<file path="src/rtl/result_fifo_pkg.sv">
package result_fifo_pkg;
  localparam int RES_W  = 13;
  localparam int TAG_W  = 3;
  localparam int WORD_W = RES_W + TAG_W;
  localparam int BYTE_W = 8;
  localparam int FILL_W = 4;

  typedef logic [WORD_W-1:0] word_t;

  typedef enum logic [1:0] {
    RD_NONE,
    RD_WORD,
    RD_LOW,
    RD_HIGH
  } rd_kind_e;
endpackage

</file>
<file path="src/rtl/rf_word_fmt.sv">
module rf_word_fmt
  import result_fifo_pkg::*;
(
  input  logic [RES_W-1:0] result,
  input  logic [TAG_W-1:0] instr,
  input  logic             lowres,
  input  logic             tag_mode,
  output word_t            word
);
  localparam logic [FILL_W-1:0] FILL_PAT = 4'b1110;

  always_comb begin
    if (lowres) begin
      word[RES_W-1:0] = {result[RES_W-1:FILL_W], FILL_PAT};
    end else begin
      word[RES_W-1:0] = result;
    end
    if (tag_mode) begin
      word[WORD_W-1:RES_W] = instr;
    end else begin
      word[WORD_W-1:RES_W] = {TAG_W{result[RES_W-1]}};
    end
  end
endmodule

</file>
<file path="src/rtl/rf_store.sv">
module rf_store
  import result_fifo_pkg::*;
#(
  parameter int DEPTH = 32
) (
  input  logic                         clk,
  input  logic                         rst_n,
  input  logic                         push,
  input  word_t                        wdata,
  input  logic                         pop,
  output word_t                        head,
  output logic [$clog2(DEPTH+1)-1:0]   count,
  output logic                         empty,
  output logic                         full
);
  localparam int PTR_W = (DEPTH > 1) ? $clog2(DEPTH) : 1;
  localparam int CNT_W = $clog2(DEPTH + 1);
  localparam logic [CNT_W-1:0] CNT_MAX  = CNT_W'(DEPTH);
  localparam logic [PTR_W-1:0] PTR_LAST = PTR_W'(DEPTH - 1);

  word_t            mem [DEPTH];
  logic [PTR_W-1:0] rd_ptr, rd_ptr_n;
  logic [PTR_W-1:0] wr_ptr, wr_ptr_n;
  logic [CNT_W-1:0] cnt_n;
  logic             pop_ok, drop, rd_adv;

  function automatic logic [PTR_W-1:0] step(input logic [PTR_W-1:0] p);
    return (p == PTR_LAST) ? '0 : p + 1'b1;
  endfunction

  assign empty  = (count == '0);
  assign full   = (count == CNT_MAX);
  assign pop_ok = pop && !empty;
  assign drop   = push && full && !pop_ok;
  assign rd_adv = pop_ok || drop;
  assign head   = mem[rd_ptr];

  always_comb begin
    rd_ptr_n = rd_adv ? step(rd_ptr) : rd_ptr;
    wr_ptr_n = push ? step(wr_ptr) : wr_ptr;
    unique case ({push, pop_ok})
      2'b10:   cnt_n = full ? count : count + 1'b1;
      2'b01:   cnt_n = count - 1'b1;
      default: cnt_n = count;
    endcase
  end

  always_ff @(posedge clk or negedge rst_n) begin
    if (!rst_n) begin
      rd_ptr <= '0;
      wr_ptr <= '0;
      count  <= '0;
    end else begin
      rd_ptr <= rd_ptr_n;
      wr_ptr <= wr_ptr_n;
      count  <= cnt_n;
    end
  end

  always_ff @(posedge clk) begin
    if (push) begin
      mem[wr_ptr] <= wdata;
    end
  end

  AST_COUNT_BOUND: assert property (@(posedge clk) disable iff (!rst_n)
    count <= CNT_MAX);
  AST_DROP_KEEPS_FULL: assert property (@(posedge clk) disable iff (!rst_n)
    push && full && !pop |=> full);
  AST_PUSH_POP_KEEP: assert property (@(posedge clk) disable iff (!rst_n)
    push && pop && !empty && !full |=> $stable(count));
endmodule

</file>
<file path="src/rtl/rf_host_port.sv">
module rf_host_port
  import result_fifo_pkg::*;
(
  input  logic  clk,
  input  logic  rst_n,
  input  logic  rd_en,
  input  logic  rd_a0,
  input  logic  bus8,
  input  word_t head,
  input  logic  empty,
  output word_t rd_data,
  output logic  pop
);
  rd_kind_e kind;
  word_t    data_n;
  logic     load;

  always_comb begin
    if (!rd_en) begin
      kind = RD_NONE;
    end else if (!bus8) begin
      kind = RD_WORD;
    end else if (rd_a0) begin
      kind = RD_HIGH;
    end else begin
      kind = RD_LOW;
    end
  end

  always_comb begin
    unique case (kind)
      RD_LOW:  data_n = {{(WORD_W-BYTE_W){1'b0}}, head[BYTE_W-1:0]};
      RD_HIGH: data_n = {{(WORD_W-BYTE_W){1'b0}}, head[WORD_W-1:BYTE_W]};
      default: data_n = head;
    endcase
  end

  assign load = (kind != RD_NONE) && !empty;
  assign pop  = !empty && ((kind == RD_WORD) || (kind == RD_HIGH));

  always_ff @(posedge clk or negedge rst_n) begin
    if (!rst_n) begin
      rd_data <= '0;
    end else if (load) begin
      rd_data <= data_n;
    end
  end

  AST_EMPTY_READ_HOLD: assert property (@(posedge clk) disable iff (!rst_n)
    rd_en && empty |=> $stable(rd_data));
endmodule

</file>
<file path="src/rtl/result_fifo.sv">
module result_fifo
  import result_fifo_pkg::*;
#(
  parameter int DEPTH = 32
) (
  input  logic                        clk,
  input  logic                        rst_n,
  input  logic                        push_valid,
  input  logic [12:0]                 push_result,
  input  logic [2:0]                  push_instr,
  input  logic                        push_lowres,
  input  logic                        cfg_tag_mode,
  input  logic                        rd_en,
  input  logic                        rd_a0,
  input  logic                        bus8,
  input  logic                        irq_en,
  input  logic [$clog2(DEPTH)-1:0]    irq_thr,
  output logic [15:0]                 rd_data,
  output logic [$clog2(DEPTH+1)-1:0]  fill_count,
  output logic                        empty,
  output logic                        full,
  output logic                        irq
);
  localparam int CNT_W = $clog2(DEPTH + 1);

  word_t wword;
  word_t head;
  logic  pop;

  rf_word_fmt u_fmt (
    .result   (push_result),
    .instr    (push_instr),
    .lowres   (push_lowres),
    .tag_mode (cfg_tag_mode),
    .word     (wword)
  );

  rf_store #(.DEPTH(DEPTH)) u_store (
    .clk   (clk),
    .rst_n (rst_n),
    .push  (push_valid),
    .wdata (wword),
    .pop   (pop),
    .head  (head),
    .count (fill_count),
    .empty (empty),
    .full  (full)
  );

  rf_host_port u_host (
    .clk     (clk),
    .rst_n   (rst_n),
    .rd_en   (rd_en),
    .rd_a0   (rd_a0),
    .bus8    (bus8),
    .head    (head),
    .empty   (empty),
    .rd_data (rd_data),
    .pop     (pop)
  );

  assign irq = irq_en && (fill_count >= CNT_W'(irq_thr));

  AST_LOW_NO_POP: assert property (@(posedge clk) disable iff (!rst_n)
    rd_en && bus8 && !rd_a0 && !push_valid |=> $stable(fill_count));
  AST_PUSH_TAKEN: assert property (@(posedge clk) disable iff (!rst_n)
    push_valid && !rd_en && !full |=> fill_count == $past(fill_count) + 1'b1);
endmodule

</file>
<file path="config.mk">
export PLATFORM = sky130hd
export DESIGN_NAME = result_fifo
export DESIGN_NICKNAME = d
export VERILOG_FILES = /design/src/rtl/result_fifo_pkg.sv /design/src/rtl/rf_word_fmt.sv /design/src/rtl/rf_store.sv /design/src/rtl/rf_host_port.sv /design/src/rtl/result_fifo.sv
export SDC_FILE = /design/constraint.sdc
export NUM_CORES = 1
export LEC_CHECK = 0
export BUFFER_PORTS_ARGS = -buffer_cell sky130_fd_sc_hd__buf_4
export CAP_MARGIN = 20
export CORE_MARGIN = 2
export CORE_UTILIZATION = 56
export CTS_CLUSTER_DIAMETER = 150
export DETAILED_ROUTE_END_ITERATION = 7
export PLACE_DENSITY = 0.75
export SLEW_MARGIN = 20
export SYNTH_ARGS = -nofsm -noshare
export SYNTH_HDL_FRONTEND = slang
export SYNTH_SLANG_ARGS = --single-unit
</file>
<file path="constraint.sdc">
create_clock -name clk -period 2.44 [get_ports clk]
set_input_delay 0.488 -clock clk [delete_from_list [all_inputs] [get_ports clk]]
set_output_delay 0.488 -clock clk [all_outputs]
set_load 0.03 [all_outputs]
</file>
==> results_dict.tcl <==
set metrics [dict create \
    outcome "finished with violations" \
    violations "setup timing" \
    placed_cell_area_um2 23540 \
    synth_edf_count 512 \
    viasPerCell 6.436 \
    whs_ns 0.3240 \
    finalSetupViolations 2 \
    num-fill-cells 2544 \
    cts_made_buffers 53 \
    final_cells 1817 \
    gp_congestion 0.9044 \
    drc 0 \
    yosys_warnings 0 \
    relSlewSlack_pct 46.65 \
    synth_most_common_cell "edfxtp_1" \
    cts_tree "done" \
    drt_iter0_markers 1430 \
    max_freq_mhz 368.8 \
    area_growth_pct 14.84 \
    grt_overflow_total 0 \
    synth_area_um2 21980 \
    worstPathArrival_ns 2.22 \
    rsz0062_at_grt "yes" \
    num_vias 11694 \
    cp_slowest_cell "dfrtp_2" \
    portBuffers 54 \
    synth_seq_area_share_pct 73.60 \
    antenna_found_initial 1 \
    ys_types 59 \
    io_pins 55 \
    path_clk_slew_ns 0.06 \
    drt_wl_total_um 51510 \
    dp_cells 1719 \
    fin_crit_sh_pct 111.1 \
    clockBufferDepth 3 \
    yosys.area.top_type_share_pct 69.95 \
    drive_above_1_share_pct 30.33 \
    fin_skew_ns 0.03536 \
    use_met2_pct 40.62 \
    final.setup.tns_ns -0.3242 \
    nNetsFinal 1301 \
    critPathRequiredTime_ns 1.95 \
    ir_worst_vdd_mv 0.6045 \
    antenna_left 0 \
    clock_latency_ns 0.61 \
    grt_use_met1_pct 37.38 \
    ys_ff_latch 544 \
    grt_pass1_wl_um 76070 \
    synth-main-ff-cell "edfxtp_1" \
    core_um2 38740 \
    ctsRootBufferMaster "clkbuf_16" \
    cpPeakStageDelay_ns 0.41 \
    initial_utilization_pct 56.74 \
    worstPathMaxFanout 2 \
    row_count 72 \
    design_area_um2 25240 \
    first_pass_iters 5 \
    n_antenna_cell 0 \
    synthCells 1113 \
    worstMarginPinSlew_ns 0.7974 \
    maxCapViolCount 0 \
    power_density_nw_per_um2 1102 \
    hold_class "input port to register" \
    die_width_um 202.1 \
    cp_cell_sequence "buf_6 > inv_4 > ha_4 > nand2b_4 > a21o_1 > a21oi_2 > nor2b_1 > o21ai_1 > a21boi_1 > buf_4" \
    synth_common_cells "edfxtp_1, mux4_2, nand2_1" \
    final_util_pct 65.16 \
    ys_top_cells_by_area "edfxtp_1, mux4_2, dfrtp_1" \
    path_class "register to output port" \
    grt_pass1_vias 11626 \
    groute.usage.overall_pct 25.77 \
    routedWlPerCell_um 28.35 \
    die-area_um2 40850 \
    met3_usage_pct 4.063 \
    yosysTopAreaCell "edfxtp_1" \
    slew_viol_final 0 \
    syn-num-nets 1156 \
    grt_max_degree 59 \
    cp-start-kind "register" \
    avgSynthCellArea_um2 19.75 \
    postSynth.asyncResetShare_pct 5.882 \
    end_kind "output port" \
    place_hpwl_um 31320 \
    leakage_nw 8.437 \
    busiest_layer "met2" \
    htreeDepth 2 \
    setup_slack_ns -0.2716 \
    fin_crit_ns 2.712 \
    cts.sinks 544 \
    hold_violations 0 \
    die_y_um 202.1 \
]
[report_power, final]
group | switching, mW | internal [mW] | total [mW]
logic | 4.88 | 3.82 | 8.70
clock network | 3.30 | 4.42 | 7.72
registers | 0.484 | 10.9 | 11.4
[layer usage]
| metal | share of wire (%) | wire [µm] | vias up |
|---|---|---|---|
| met5 | 0 | 0 | - |
| met4 | 3.2 | 1644 | 0 |
| met3 | 8.8 | 4551 | 119 |
| met2 | 48 | 24690 | 661 |
| met1 | 40 | 20620 | 6052 |
| li1 | - | - | 4862 |
[cells by family after synthesis]
logic type                 Yosys count  synth area share (%)
DFF                                544                 73.60
and+or+nand+nor                    208                 4.736
muxes                              175                 15.03
AOI/OAI and AO/OA                  100                 3.473
buffers and inverters               68                 2.226
adders and majority gates           13                0.7401
xor gates and xnor gates             5                0.1992
[through the flow]
stage               total power [mW]  setup slack, ns
CTS                            27.86          -0.3147
detailed placement             20.12          0.02425
global placement               19.95         -0.01261
finish                         27.81          -0.2716
global route                   28.77          -0.3505
floorplan                      17.28          -0.3276
[worst max-delay path: cells and delay by family, from the launching register on]
| family | cells | cell delay [ns] |
|---|---|---|
| simple gates | 2 | 0.18 |
| buf+inv | 3 | 0.35 |
| compound gates | 4 | 0.49 |
| fa+ha+maj | 1 | 0.19 |
| flops | 1 | 0.41 |
[placed cells by master, fill, tap and decap left out, drive strengths merged, types with 7 or more instances in the layout]
| master | Yosys | routed |
|---|---|---|
| edfxtp | 512 | 512 |
| buf | 47 | 145 |
| mux4 | 121 | 121 |
| clkbuf | 9 | 77 |
| nand2 | 70 | 70 |
| nor2 | 52 | 52 |
| mux2i | 42 | 42 |
| nor3 | 33 | 33 |
| dfrtp | 32 | 32 |
| a22oi | 28 | 28 |
| clkinv | 0 | 15 |
| o22ai | 13 | 13 |
| ha | 13 | 13 |
| a221oi | 12 | 12 |
| inv | 12 | 12 |
| o21ai | 12 | 12 |
| mux2 | 12 | 12 |
| and3 | 10 | 10 |
| nand3 | 10 | 10 |
| a22o | 8 | 8 |
| o311a | 7 | 7 |
| or2 | 7 | 7 |
[state kept, by name, indices dropped and copies added, names as in the netlist]
| signal | count |
|---|---|
| u_store.wr_ptr | 5 |
| u_store.count | 6 |
| u_store.rd_ptr | 5 |
| u_store.mem | 512 |
| u_host.rd_data | 16 |
[worst paths after layout]
kind                                           startpoint                              to  slack (ns)  cells after the start
setup reg to reg             u_store.count[1]$_DFFE_PN0P_    u_store.count[4]$_DFFE_PN0P_        0.02                      9
hold / removal                             push_result[8]    u_store.mem[14][8]$_DFFE_PP_        0.32                      1
min in group asynchronous                           rst_n   u_host.rd_data[2]$_DFFE_PN0P_        0.38                      2
max in group asynchronous                           rst_n   u_store.rd_ptr[2]$_DFFE_PN0P_        1.68                      2
hold reg to reg            u_host.rd_data[15]$_DFFE_PN0P_  u_host.rd_data[15]$_DFFE_PN0P_        0.50                      2
setup / recovery             u_store.count[0]$_DFFE_PN0P_                             irq       -0.27                     10
[layout make-up]
type / count / area [µm²] / share of cell area [%]
Timing Repair Buffer: 146 / 1306 / 5.175
Inverter: 12 / 47.55 / 0.1884
Clock inverter: 19 / 176.4 / 0.6990
Sequential cell: 544 / 16190 / 64.14
Tap cell: 518 / 648.1 / 2.568
Clock buffer: 77 / 1448 / 5.736
Multi-Input combinational cell: 501 / 5425 / 21.50
[repair_timing]
action | 4_1_cts | 5_1_grt
setup buffers | 1 | 0
resized for setup | 8 | 6
hold endpoints to repair | 32 | 0
pin swaps | 5 | 2
hold buffers | 1 | 0
endpoints found under the setup margin | 2 | 5
Power figures use the tool's default switching activity.
